`config.mk`:
```
export PLATFORM = sky130hd
export DESIGN_NAME = rdlat_sched
export DESIGN_NICKNAME = d
export VERILOG_FILES = /design/src/rtl/rdlat_pkg.sv /design/src/rtl/rdlat_mode_reg.sv /design/src/rtl/rdlat_launch_pipe.sv /design/src/rtl/rdlat_beat_gen.sv /design/src/rtl/rdlat_sched.sv
export SDC_FILE = /design/constraint.sdc
export NUM_CORES = 1
export LEC_CHECK = 0
export BUFFER_PORTS_ARGS = -buffer_cell sky130_fd_sc_hd__buf_2
export CAP_MARGIN = 20
export CELL_PAD_IN_SITES_DETAIL_PLACEMENT = 1
export CELL_PAD_IN_SITES_GLOBAL_PLACEMENT = 1
export CORE_MARGIN = 2
export CORE_UTILIZATION = 37
export CTS_CLUSTER_DIAMETER = 120
export DETAILED_ROUTE_END_ITERATION = 8
export GPL_ROUTABILITY_DRIVEN = 0
export GPL_TIMING_DRIVEN = 0
export PLACE_DENSITY = 0.74
export SLEW_MARGIN = 20
export SYNTH_ARGS = -nofsm -noshare
export SYNTH_HDL_FRONTEND = slang
export SYNTH_SLANG_ARGS = --single-unit
```
`constraint.sdc`:
```
create_clock -name clk -period 2.3 [get_ports clk]
set_clock_uncertainty 0.2 [all_clocks]
set_input_delay 0.115 -clock clk [delete_from_list [all_inputs] [get_ports clk]]
set_output_delay 0.115 -clock clk [all_outputs]
set_load 0.02 [all_outputs]
```
`src/rtl/rdlat_pkg.sv`:
```
package rdlat_pkg;
   // Position and width of the CAS latency field inside the mode image
   localparam int CL_LSB = 4;
   localparam int CL_W   = 3;
   // Code values equal the latency in cycles; below this code is reserved
   localparam logic [CL_W-1:0] CL_CODE_MIN = 3'd3;
   localparam int CL_MAX = 7;
   localparam int CL_MIN = 3;
endpackage

```
`src/rtl/rdlat_mode_reg.sv`:
```
module rdlat_mode_reg
   import rdlat_pkg::*;
#(
   parameter int AL_W   = 3,
   parameter int AL_MAX = 4,
   parameter int LAT_W  = 4
) (
   input  logic             clk,
   input  logic             rst_n,
   input  logic             wr_en,
   input  logic [CL_W-1:0]  cl_code,
   input  logic [AL_W-1:0]  al_in,
   input  logic             busy,
   output logic [LAT_W-1:0] lat_m1,
   output logic             cfg_err,
   output logic             mr_viol
);
   logic cl_bad, al_bad, wr_ok;

   assign cl_bad = (cl_code < CL_CODE_MIN);
   assign al_bad = (al_in > AL_W'(AL_MAX));
   assign wr_ok  = wr_en & ~busy;

   always_ff @(posedge clk) begin
      if (!rst_n) begin
         lat_m1  <= LAT_W'(CL_MIN - 1);
         cfg_err <= 1'b0;
         mr_viol <= 1'b0;
      end else begin
         if (wr_ok) begin
            lat_m1  <= LAT_W'(al_in) + LAT_W'(cl_code) - LAT_W'(1);
            cfg_err <= cl_bad | al_bad;
         end
         if (wr_en && busy)
            mr_viol <= 1'b1;
      end
   end

   // a write during a pending read leaves the configuration untouched
   a_r9_busy_write_dropped: assert property (@(posedge clk) disable iff (!rst_n)
      (wr_en && busy) |=> ($stable(lat_m1) && $stable(cfg_err)));
   // a dropped write is flagged
   a_r10_viol_raised: assert property (@(posedge clk) disable iff (!rst_n)
      (wr_en && busy) |=> mr_viol);
   // the flag is sticky until reset
   a_r10_viol_sticky: assert property (@(posedge clk) disable iff (!rst_n)
      mr_viol |=> mr_viol);
   // a reserved code that is accepted leaves the error raised
   a_r4_reserved_flags: assert property (@(posedge clk) disable iff (!rst_n)
      (wr_en && !busy && (cl_code < CL_CODE_MIN)) |=> cfg_err);
endmodule

```
`src/rtl/rdlat_launch_pipe.sv`:
```
module rdlat_launch_pipe #(
   parameter int DEPTH = 11,
   parameter int LAT_W = 4
) (
   input  logic             clk,
   input  logic             rst_n,
   input  logic             load,
   input  logic [LAT_W-1:0] lat_m1,
   output logic             head,
   output logic             pending
);
   logic [DEPTH-1:0] stage_q;
   logic [DEPTH-1:0] stage_d;

   // Stage i means "burst starts i+1 edges from now"; a read enters at stage L-1
   for (genvar i = 0; i < DEPTH; i++) begin : g_stage
      logic hit;
      assign hit = load && (lat_m1 == LAT_W'(i));
      if (i == DEPTH - 1) begin : g_top
         assign stage_d[i] = hit;
      end else begin : g_mid
         assign stage_d[i] = stage_q[i+1] | hit;
      end
   end

   always_ff @(posedge clk) begin
      if (!rst_n) stage_q <= '0;
      else        stage_q <= stage_d;
   end

   assign head    = stage_q[0];
   assign pending = |stage_q;

   // a pending read is never lost: a stage above zero moves down one place
   a_r3_stage_advances: assert property (@(posedge clk) disable iff (!rst_n)
      stage_q[1] |=> stage_q[0]);
endmodule

```
`src/rtl/rdlat_beat_gen.sv`:
```
module rdlat_beat_gen #(
   parameter int BURST_LEN = 4,
   parameter int BEAT_W    = 2
) (
   input  logic              clk,
   input  logic              rst_n,
   input  logic              start,
   output logic              dv,
   output logic [BEAT_W-1:0] beat
);
   localparam logic [BEAT_W-1:0] LAST = BEAT_W'(BURST_LEN - 1);

   always_ff @(posedge clk) begin
      if (!rst_n) begin
         dv   <= 1'b0;
         beat <= '0;
      end else if (start) begin
         dv   <= 1'b1;
         beat <= '0;
      end else if (dv) begin
         if (beat == LAST) begin
            dv   <= 1'b0;
            beat <= '0;
         end else begin
            beat <= beat + BEAT_W'(1);
         end
      end
   end

   // within a burst the index climbs by one each cycle
   a_r7_beat_step: assert property (@(posedge clk) disable iff (!rst_n)
      (dv && beat != LAST && !start) |=> (dv && beat == $past(beat) + BEAT_W'(1)));
   // a window closes only after the last beat
   a_r7_window_end: assert property (@(posedge clk) disable iff (!rst_n)
      $fell(dv) |-> ($past(beat) == LAST));
endmodule

```
`src/rtl/rdlat_sched.sv`:
```
module rdlat_sched
   import rdlat_pkg::*;
#(
   parameter int MR_W      = 13,
   parameter int AL_W      = 3,
   parameter int AL_MAX    = 4,
   parameter int BURST_LEN = 4,
   localparam int BEAT_W   = (BURST_LEN > 1) ? $clog2(BURST_LEN) : 1,
   localparam int DEPTH    = AL_MAX + CL_MAX,
   localparam int LAT_W    = $clog2((1 << AL_W) + CL_MAX)
) (
   input  logic              clk,
   input  logic              rst_n,
   input  logic              mr_wr_en,
   input  logic [MR_W-1:0]   mr_wr_data,
   input  logic [AL_W-1:0]   al_set,
   input  logic              rd_cmd,
   output logic              data_valid,
   output logic [BEAT_W-1:0] beat_idx,
   output logic              cfg_err,
   output logic              mr_viol
);
   if (MR_W <= CL_LSB + CL_W) begin : g_chk_mr
      $error("MR_W must exceed the latency field");
   end
   if (AL_MAX >= (1 << AL_W)) begin : g_chk_al
      $error("AL_MAX does not fit in AL_W bits");
   end
   if (BURST_LEN < 2) begin : g_chk_bl
      $error("BURST_LEN must be at least 2");
   end

   logic [LAT_W-1:0] lat_m1;
   logic             rd_accept, busy, head, pending;
   logic [CL_W-1:0]  cl_code;
   logic             unused_mr_bits;

   assign cl_code        = mr_wr_data[CL_LSB +: CL_W];
   assign unused_mr_bits = ^{mr_wr_data[MR_W-1:CL_LSB+CL_W], mr_wr_data[CL_LSB-1:0]};
   assign rd_accept      = rd_cmd & ~cfg_err;
   assign busy           = pending | data_valid | rd_accept;

   rdlat_mode_reg #(.AL_W(AL_W), .AL_MAX(AL_MAX), .LAT_W(LAT_W)) u_mode (
      .clk(clk), .rst_n(rst_n), .wr_en(mr_wr_en), .cl_code(cl_code),
      .al_in(al_set), .busy(busy), .lat_m1(lat_m1),
      .cfg_err(cfg_err), .mr_viol(mr_viol));

   rdlat_launch_pipe #(.DEPTH(DEPTH), .LAT_W(LAT_W)) u_pipe (
      .clk(clk), .rst_n(rst_n), .load(rd_accept), .lat_m1(lat_m1),
      .head(head), .pending(pending));

   rdlat_beat_gen #(.BURST_LEN(BURST_LEN), .BEAT_W(BEAT_W)) u_beat (
      .clk(clk), .rst_n(rst_n), .start(head),
      .dv(data_valid), .beat(beat_idx));

   // with the error raised and nothing in flight, nothing gets scheduled
   a_r6_err_blocks: assert property (@(posedge clk) disable iff (!rst_n)
      (cfg_err && !pending) |=> !pending);
   // a window opens only when a launch reaches the head of the pipeline
   a_r2_window_from_head: assert property (@(posedge clk) disable iff (!rst_n)
      $rose(data_valid) |-> $past(head));
endmodule

```
==> impl_metrics.yaml <==
outcome:
  status: "complete, no violations"
synthesis:
  synth_mux_area_share_pct: 2.156
  synth.avg_cell_area_um2: 8.927
  synth-simple-area-share_pct: 24.53
  synth_area_leaders: "dfxtp_1, a21oi_1, ha_1"
  synth-compound-area-share_pct: 15.09
  ys_seq_area_share_pct: 43.13
  synth_top_cell_by_area: "dfxtp_1"
  yosys_warnings: 0
  synthCells: 104
  syn_area_um2: 928.4
  synth-xor-area-share_pct: 0.9434
  synth_fa_ha_area_share_pct: 8.895
  synth.distinct_cells: 29
  synth_top_family_by_area: "simple AND/OR/NAND/NOR gates"
  syn-num-nets: 130
  synth_top_cell_area_share_pct: 43.13
  synth-seq-cells: 20
critical_path:
  critPathRequiredTime_ps: 2340
  worstSetupPathType: "in2reg"
  crit_cells: 9
  path_cells: "dlygate4sd3_1 -> buf_2 -> inv_1 -> ha_1 -> inv_1 -> fa_1 -> xor2_1 -> nand3_1 -> a21oi_1"
  cpMostUsedCell: "inv_1"
  crit_slowest_cell: "dlygate4sd3_1"
  worstSetupStartpoint: "mr_wr_data[6]"
  critPathTopFamily: "buffers and inverters"
  cp_max_fo: 2
  start_kind: "primary input"
  reg2reg_from: "u_beat.dv"
  slowest_delay_ps: 520
  ff2ff_path_depth: 4
  end_kind: "flop"
  cp.arrival_ps: 1950
  crit_buf_inv: 4
timing:
  slew_violations: 0
  slew_headroom_pct: 69.03
  hold_violations: 0
  whs_ps: 7.903
  fin_crit_sh_pct: 82.88
  setup_viol: 0
  rsz0062_at_grt: "no"
  post-route-min-period_ps: 1906
  clock.fmax_ghz: 0.5246
  tightest_slew_ps: 463.5
  tns_ps: 0
min_path:
  hp-class: "in2reg"
  holdPathStages: 4
  min_from: "mr_wr_data[5]"
place:
  dp_cells: 148
  io_buffers: 14
  dp_hpwl_um: 1647
clock_network:
  cts_sinks: 20
  clk_pin_slew_ps: 120
  clock_path_buffers: 2
  cts_tree: "built"
  htreeDepth: 1
  cts_made_buffers: 3
  cts_root_buffer: "clkbuf_4"
  clkLatencyLatePin_ps: 300
  post_cts_buffers: 0
finish:
  drive_above_1_share_pct: 20.00
  area_growth_pct: 18.73
  nets: 152
  final_cells: 155
  num_antenna_cells: 0
  fillCellCount: 305
floorplan:
  die_y_um: 54.09
  rows: 18
  dieArea_um2: 2926
  fp.dieW_um: 54.09
  start_util_pct: 38.17
  core_area_um2: 2432
  io_pins: 25
routing:
  finalWirelength_um: 2111
  drt-initial-drc-count: 9
  route.detailed.drc: 0
  via_per_inst: 4.948
  ant_nets: 0
  via_count: 767
  wl_per_cell_um: 13.62
  dr.pass1.iters: 3
power_and_ir_drop:
  leakage_nw: 0.4944
  power-per-cell-area_nw_per_um2: 680.8
  ir_worst_vdd_uv: 460.9
global_routing:
  grt_antenna_before_repair: 0
  grt_pass1_vias: 798
  grt_pass1_wl_um: 3477
  grt_max_degree: 12
  grt.total_usage_pct: 16.86
  gr-total-overflow: 0
job:
  cap_viol_max_count: 0
-- timing repair --
| action | in CTS | in global routing |
|---|---|---|
| setup endpoints to repair | 0 | 0 |
| gates resized for setup | 0 | 0 |
| hold buffers | 3 | 0 |
| hold endpoints to repair | 10 | 0 |
-- cell usage in the layout (no fill, tap or decap), types with 3 or more instances in the layout --
master         count
clkbuf_4           3
buf_2             14
a21oi_1           15
o21ai_1            4
dlygate4sd3_1      3
dfxtp_1           20
nor2b_1            3
inv_1             11
ha_1               5
nor2_1            16
-- registers in the layout, summed over array words and instances (netlist names) --
register        cells
u_beat.beat         2
u_beat.dv           1
u_mode.cfg_err      1
u_mode.lat_m1       4
u_mode.mr_viol      1
u_pipe.stage_q     11
-- synthesized netlist by cell type --
library cell	n
a21oi_1	15
a31oi_1	1
a41oi_1	2
and2_2	1
and3_1	2
clkbuf_1	1
dfxtp_1	20
fa_1	1
ha_1	5
inv_1	11
inv_2	1
mux2i_1	2
nand2_1	1
nand2_2	1
nand2b_1	2
nand3_1	2
nand3_2	1
nor2_1	16
nor2b_1	3
nor3_1	2
nor3b_1	2
nor4_2	1
nor4_4	2
o2111ai_1	1
o211ai_1	1
o21ai_0	1
o21ai_1	4
or3_1	1
xor2_1	1
-- routing by layer --
metal	track usage [%]	wire length [µm]	vias up	part of all wire, %
met2	30.69	1066	10	50
met5	0	0	-	0
met4	6.250	13	0	0.62
met3	3.333	60	2	2.8
li1	-	-	399	-
met1	19.28	970	356	46
-- worst register-to-register path: stages (launching register included) --
cell and delay [ps]:
dfxtp_1 410, nor4_4 340, nand2_2 140, or3_1 370
a21oi_1 120
-- where the power goes --
group,internal [W],switching [W]
sequential,0.000367,0.0000222
clock,0.0000965,0.000111
combinational,0.0000658,0.0000879
-- cell type report --
type / count / area [µm²] / share of cell area, %
timing repair buffer: 17 / 100.1 / 9.081
sequential: 20 / 400.4 / 36.32
inverter: 12 / 45.04 / 4.086
buffer: 1 / 3.754 / 0.3405
tap: 30 / 37.54 / 3.405
multi-input combinational: 71 / 479.2 / 43.47
clock buffer: 4 / 36.28 / 3.292
-- path summary, 6_finish.rpt --
check	end	slack (ps)
worst min register to register	u_mode.lat_m1[3]	320
worst max register to register	u_mode.lat_m1[0]	660
worst min-delay path	u_mode.cfg_err	8
worst max-delay path	u_mode.lat_m1[3]	390
-- cell families after synthesis --
group / after synthesis
simple gates: 37
buf+inv: 13
compound gates: 25
fa+ha+maj: 6
flops: 20
mux: 2
xor+xnor: 1
-- per-stage QoR --
step | utilization [%] | area (µm²) | total power [W] | setup WS, ps
2_1_floorplan | - | 928.4 | 0.0004995 | 689.6
3_5_place_dp | 42.59 | 1036 | 0.0005483 | 460.8
3_3_place_gp | 42.59 | 1036 | 0.0005422 | 529.6
4_1_cts | 45.32 | 1102 | 0.0007576 | 383.6
6_report | 45.32 | 1102 | 0.0007505 | 393.8
5_1_grt | 45.32 | 1102 | 0.0007915 | 257.9
(Power assumes the default switching activity.)
